**src/rtl/ptp_tod_pkg.sv**
```systemverilog
package ptp_tod_pkg;
  // Per-cycle trim decision passed from the accumulator to the counter
  typedef enum logic [1:0] {
    TRIM_NONE = 2'd0,
    TRIM_UP   = 2'd1,
    TRIM_DOWN = 2'd2
  } trim_e;

  localparam int unsigned NS_PER_SECOND = 1_000_000_000;
endpackage

```
**src/rtl/ptp_drift_accum.sv**
```systemverilog
module ptp_drift_accum
  import ptp_tod_pkg::*;
#(
  parameter int ACC_W = 30
) (
  input  logic             clk,
  input  logic             rst,
  input  logic             clr,
  input  logic             en,
  input  logic             neg,
  input  logic [ACC_W-1:0] addend,
  output trim_e            trim
);
  localparam logic [ACC_W-1:0] ADD_MAX = ACC_W'(1) << (ACC_W - 1);

  logic [ACC_W-1:0] acc_q;
  logic [ACC_W-1:0] addend_eff;
  logic [ACC_W:0]   sum;

  // Limit the carry rate to one every second cycle
  always_comb begin
    addend_eff = (addend > ADD_MAX) ? ADD_MAX : addend;
    sum        = {1'b0, acc_q} + {1'b0, addend_eff};
  end

  always_ff @(posedge clk) begin
    if (rst || clr) begin
      acc_q <= '0;
    end else if (en) begin
      acc_q <= sum[ACC_W-1:0];
    end
  end

  always_comb begin
    trim = TRIM_NONE;
    if (en && !clr && sum[ACC_W]) begin
      trim = neg ? TRIM_DOWN : TRIM_UP;
    end
  end
endmodule

```
**src/rtl/ptp_ns_counter.sv**
```systemverilog
module ptp_ns_counter
  import ptp_tod_pkg::*;
#(
  parameter int          NS_W     = 30,
  parameter int          SEC_W    = 3,
  parameter int unsigned NOM_STEP = 8,
  parameter int unsigned ROLL_NS  = NS_PER_SECOND
) (
  input  logic             clk,
  input  logic             rst,
  input  logic             load,
  input  logic [SEC_W-1:0] load_sec,
  input  logic [NS_W-1:0]  load_ns,
  input  trim_e            trim,
  output logic [NS_W-1:0]  ns_q,
  output logic [SEC_W-1:0] sec_q
);
  localparam logic [NS_W:0] STEP_NOM  = (NS_W+1)'(NOM_STEP);
  localparam logic [NS_W:0] STEP_UP   = (NS_W+1)'(NOM_STEP + 1);
  localparam logic [NS_W:0] STEP_DOWN = (NS_W+1)'(NOM_STEP - 1);
  localparam logic [NS_W:0] ROLL      = (NS_W+1)'(ROLL_NS);

  logic [NS_W:0]   step;
  logic [NS_W:0]   raw;
  logic            wrap;
  logic [NS_W-1:0] ns_next;

  always_comb begin
    unique case (trim)
      TRIM_UP:   step = STEP_UP;
      TRIM_DOWN: step = STEP_DOWN;
      default:   step = STEP_NOM;
    endcase
    raw     = {1'b0, ns_q} + step;
    wrap    = (raw >= ROLL);
    ns_next = wrap ? NS_W'(raw - ROLL) : raw[NS_W-1:0];
  end

  always_ff @(posedge clk) begin
    if (rst) begin
      ns_q  <= '0;
      sec_q <= '0;
    end else if (load) begin
      ns_q  <= load_ns;
      sec_q <= load_sec;
    end else begin
      ns_q <= ns_next;
      if (wrap) begin
        sec_q <= sec_q + SEC_W'(1);
      end
    end
  end
endmodule

```
**src/rtl/ptp_tod_counter.sv**
```systemverilog
module ptp_tod_counter
  import ptp_tod_pkg::*;
#(
  parameter int          NS_W     = 30,
  parameter int          SEC_W    = 3,
  parameter int          ACC_W    = 30,
  parameter int unsigned NOM_STEP = 8
) (
  input  logic             clk,
  input  logic             rst,
  input  logic             drift_en,
  input  logic             drift_neg,
  input  logic [ACC_W-1:0] drift_addend,
  input  logic             load_stb,
  input  logic [SEC_W-1:0] load_sec,
  input  logic [NS_W-1:0]  load_ns,
  output logic [NS_W-1:0]  tod_ns,
  output logic [SEC_W-1:0] tod_sec
);
  trim_e trim;

  ptp_drift_accum #(
    .ACC_W (ACC_W)
  ) accum_i (
    .clk    (clk),
    .rst    (rst),
    .clr    (load_stb),
    .en     (drift_en),
    .neg    (drift_neg),
    .addend (drift_addend),
    .trim   (trim)
  );

  ptp_ns_counter #(
    .NS_W     (NS_W),
    .SEC_W    (SEC_W),
    .NOM_STEP (NOM_STEP),
    .ROLL_NS  (NS_PER_SECOND)
  ) count_i (
    .clk      (clk),
    .rst      (rst),
    .load     (load_stb),
    .load_sec (load_sec),
    .load_ns  (load_ns),
    .trim     (trim),
    .ns_q     (tod_ns),
    .sec_q    (tod_sec)
  );
endmodule

```
**config.mk**
```make
export PLATFORM = sky130hd
export DESIGN_NAME = ptp_tod_counter
export DESIGN_NICKNAME = d
export VERILOG_FILES = /design/src/rtl/ptp_tod_pkg.sv /design/src/rtl/ptp_drift_accum.sv /design/src/rtl/ptp_ns_counter.sv /design/src/rtl/ptp_tod_counter.sv
export SDC_FILE = /design/constraint.sdc
export NUM_CORES = 1
export LEC_CHECK = 0
export ABC_CLOCK_PERIOD_IN_PS = 8850
export CELL_PAD_IN_SITES_DETAIL_PLACEMENT = 2
export CELL_PAD_IN_SITES_GLOBAL_PLACEMENT = 2
export CORE_AREA = 3 3 145 147
export DETAILED_ROUTE_END_ITERATION = 12
export DIE_AREA = 0 0 148 150
export PLACE_DENSITY_LB_ADDON = 0.08
export SETUP_SLACK_MARGIN = 0.4
export SKIP_CTS_REPAIR_TIMING = 1
export SYNTH_ARGS = -nofsm -noshare
export SYNTH_HDL_FRONTEND = slang
export SYNTH_HIERARCHICAL = 1
export SYNTH_SLANG_ARGS = --single-unit
export TNS_END_PERCENT = 30
```
**constraint.sdc**
```tcl
create_clock -name clk -period 8.85 [get_ports clk]
set_input_delay 1.3275 -clock clk [delete_from_list [all_inputs] [get_ports clk]]
set_output_delay 1.3275 -clock clk [all_outputs]
set_load 0.02 [all_outputs]
```
==> results of run 1 <==
## worst max-delay path: cells and delay by family
kind | cells | cell delay (ps)
AO/OA/AOI/OAI | 12 | 2440
AND/OR/NAND/NOR | 9 | 2210
buffers and inverters | 7 | 1230
adder cells (fa/ha/maj) | 5 | 1170
## report_power, final
| group | internal, mW | total, mW | switching, mW |
|---|---|---|---|
| clock network | 0.241 | 0.391 | 0.150 |
| registers | 0.297 | 0.321 | 0.0235 |
| logic | 0.107 | 0.246 | 0.139 |
| total | 0.645 | 0.958 | 0.313 |
## worst paths after layout
| kind | start | endpoint | slack [ps] | cells past startpoint |
|---|---|---|---|---|
| setup / recovery | drift_addend[27] | count_i/ns_q[22]$_SDFF_PP0_ | 720 | 33 |
| hold / removal | accum_i/acc_q[8]$_SDFFE_PP0P_ | accum_i/acc_q[8]$_SDFFE_PP0P_ | 480 | 2 |
| setup reg to reg | accum_i/acc_q[0]$_SDFFE_PP0P_ | count_i/ns_q[22]$_SDFF_PP0_ | 2830 | 28 |
| hold reg to reg | accum_i/acc_q[8]$_SDFFE_PP0P_ | accum_i/acc_q[8]$_SDFFE_PP0P_ | 480 | 2 |
## cells in the final DEF (no fill, tap or decap), types with 16 or more instances in the layout
cell,netlist,layout
o21ai_0,39,37
a21oi_1,58,58
dfxtp_1,63,63
nand3_1,20,20
xnor2_1,26,26
buf_4,0,38
and2_1,32,32
a21o_1,20,20
o211ai_1,19,19
nand4_1,18,18
inv_1,20,20
nor3_1,20,16
ha_1,38,36
clkdlybuf4s50_1,0,99
xor2_1,17,17
nor2_1,77,77
nand2_1,77,77
## flip-flops by register name, summed over array words and instances (netlist names)
register	cells
count_i/sec_q	3
count_i/ns_q	30
accum_i/acc_q	30
## routing by layer
metal,wire length (µm),global-route usage (%)
met5,0,0
met4,783,8.868
met3,1002,3.483
met2,14030,42.75
met1,12030,29.74
## per-stage QoR
stage | utilization (%) | TNS [ps]
finish | 40.48 | 0
global route | 40.48 | 0
CTS | 39.34 | -670.9
detailed placement | 37.79 | -4717
global placement | 37.79 | -1329
floorplan | - | 0
## cell type report
cell class                      instances  area, µm²
Tap cell                              270      337.8
Inverter                               21      78.83
Multi-Input combinational cell        694       4807
Clock inverter                          3      40.04
Sequential cell                        63       1261
Fill cell                            2345      11930
Clock buffer                           13      270.3
Timing Repair Buffer                  141       1318
## kinds of logic after synthesis
kind of cell,after synthesis,synth area share [%]
buf+inv,63,4.073
mux,15,2.505
compound gates,255,29.51
flops,63,20.53
fa+ha+maj,39,8.065
simple gates,342,29.19
xor+xnor,43,6.130
==> reports/metrics.cfg, run 1 <==
[synthesis]
synth.distinct_cells=84
synth_async_sr_flop_share_pct=0
syn_inst=820
synth_seq_area_share_pct=20.53
yosys_warnings=6
yosys-top-cells-count=77 x nand2_1, 77 x nor2_1, 63 x dfxtp_1
synth_enable_flop_cells=0
synth.avg_cell_area_um2=7.492
synth.ff_latch_count=63
largest_cells_by_area_after_synthesis=dfxtp_1 21%, ha_1 7.7%, a21oi_1 4.7%
synth_top_cell_area_share_pct=20.53
syn-cell-area_um2=6143
mappedNetlistNets=927
ys_dominant_reg_cell=dfxtp_1
yosysTopAreaCell=dfxtp_1

[critical_path]
worst_setup_path_end_kind=register
critPathMaxStageDelay_ps=470
arrival_ps=8380
cp_max_fo=5
data_required_time_at_the_worst_endpoint_ps=9110
timing.critical_path.slowest_stage_cell=clkdlybuf4s50_1
startpoint_kind_of_the_worst_setup_timing_path=primary input
critPathKind=in -> reg

[clocking]
clkLatencyLatePin_ps=350
cts_num_sinks=63
cts_tree=yes
root_buffer=clkbuf_16
cts_max_level=3
cts_inserted_buffers=9
clk_transition_reported_paths_ps=60
cts.path.max_buffers=2

[pwr]
p_leak_nw=3.076
fin_total_pwr_mw=0.9577
max-vdd-ir-drop_v=0.00007417
cellPowerDensity_nw_per_um2=118.0

[cells_and_area]
post-route-cell-area_um2=8113
finish.cell_count_without_fillers=1205
area.growth.synth_to_final_pct=32.06
finalNetCount=1037
antennaDiodeCount=0
layout-drive-gt1-share_pct=12.30

[drt]
average_wire_per_cell_in_the_routed_design_um=23.11
vias=6982
routed_via_density=5.794
detail-route-antenna-nets=0
route.detailed.drc=0
firstDrtPassIters=4
wl_um=27850
detailedRoute.firstIterationViolations=302

[floorplanning]
initial_utilization_pct=30.66
die_y_um=150
chipWidth_um=148
die_area_um2=22200
core_ar_um2=20040
floorplan.rows=52
design.portCount=101

[global_routing]
grt_pass1_vias=7660
grt_first_pass_wirelength_um=42560
grt_antenna_before_repair=0
global_route.overflow_total=0
pin_count_of_the_biggest_net_entering_global_routing=42
global_route.usage.total_pct=24.14

[placement]
port_buffers=100
dp_cells=1182
post-place-ws_ps=-438.2
post-dp-hpwl_um=20820
weighted_congestion_at_the_end_of_routability_driven_global_placement=0.9023
postPlaceCellArea_um2=7574

[sta]
setup_viol=0
fin_worst_hold_slack_ps=480.9
finalHoldViolCount=0
rsz0062_at_grt=true
final.setup.worst_slack_ps=724.1
slew_violations=0
max_slew.worst_pin.slew_ps=835.3
fin_skew_ps=9.419
layout_min_cycle_time_ps=8126
fmaxAchievable_ghz=0.1231
final.period_utilization_pct=91.82
timing.slew.headroom_pct=43.80

[job]
maximum_capacitance_violations=0

[run_status]
run_status=finished clean

[min_path]
min_path_type=reg -> reg

(Power assumes the default switching activity.)
==> run 2: changes to the inputs <==
--- a/config.mk
+++ b/config.mk
@@ -9,11 +9,13 @@
 export CELL_PAD_IN_SITES_DETAIL_PLACEMENT = 2
 export CELL_PAD_IN_SITES_GLOBAL_PLACEMENT = 2
 export CORE_AREA = 3 3 145 147
+export CTS_CLUSTER_DIAMETER = 60
 export DETAILED_ROUTE_END_ITERATION = 12
 export DIE_AREA = 0 0 148 150
 export PLACE_DENSITY_LB_ADDON = 0.08
 export SETUP_SLACK_MARGIN = 0.4
 export SKIP_CTS_REPAIR_TIMING = 1
+export SKIP_LAST_GASP = 1
 export SYNTH_ARGS = -nofsm -noshare
 export SYNTH_HDL_FRONTEND = slang
 export SYNTH_HIERARCHICAL = 1
==> results of run 2 <==
The final DEF is identical to that of run 1; final timing and power are the same.
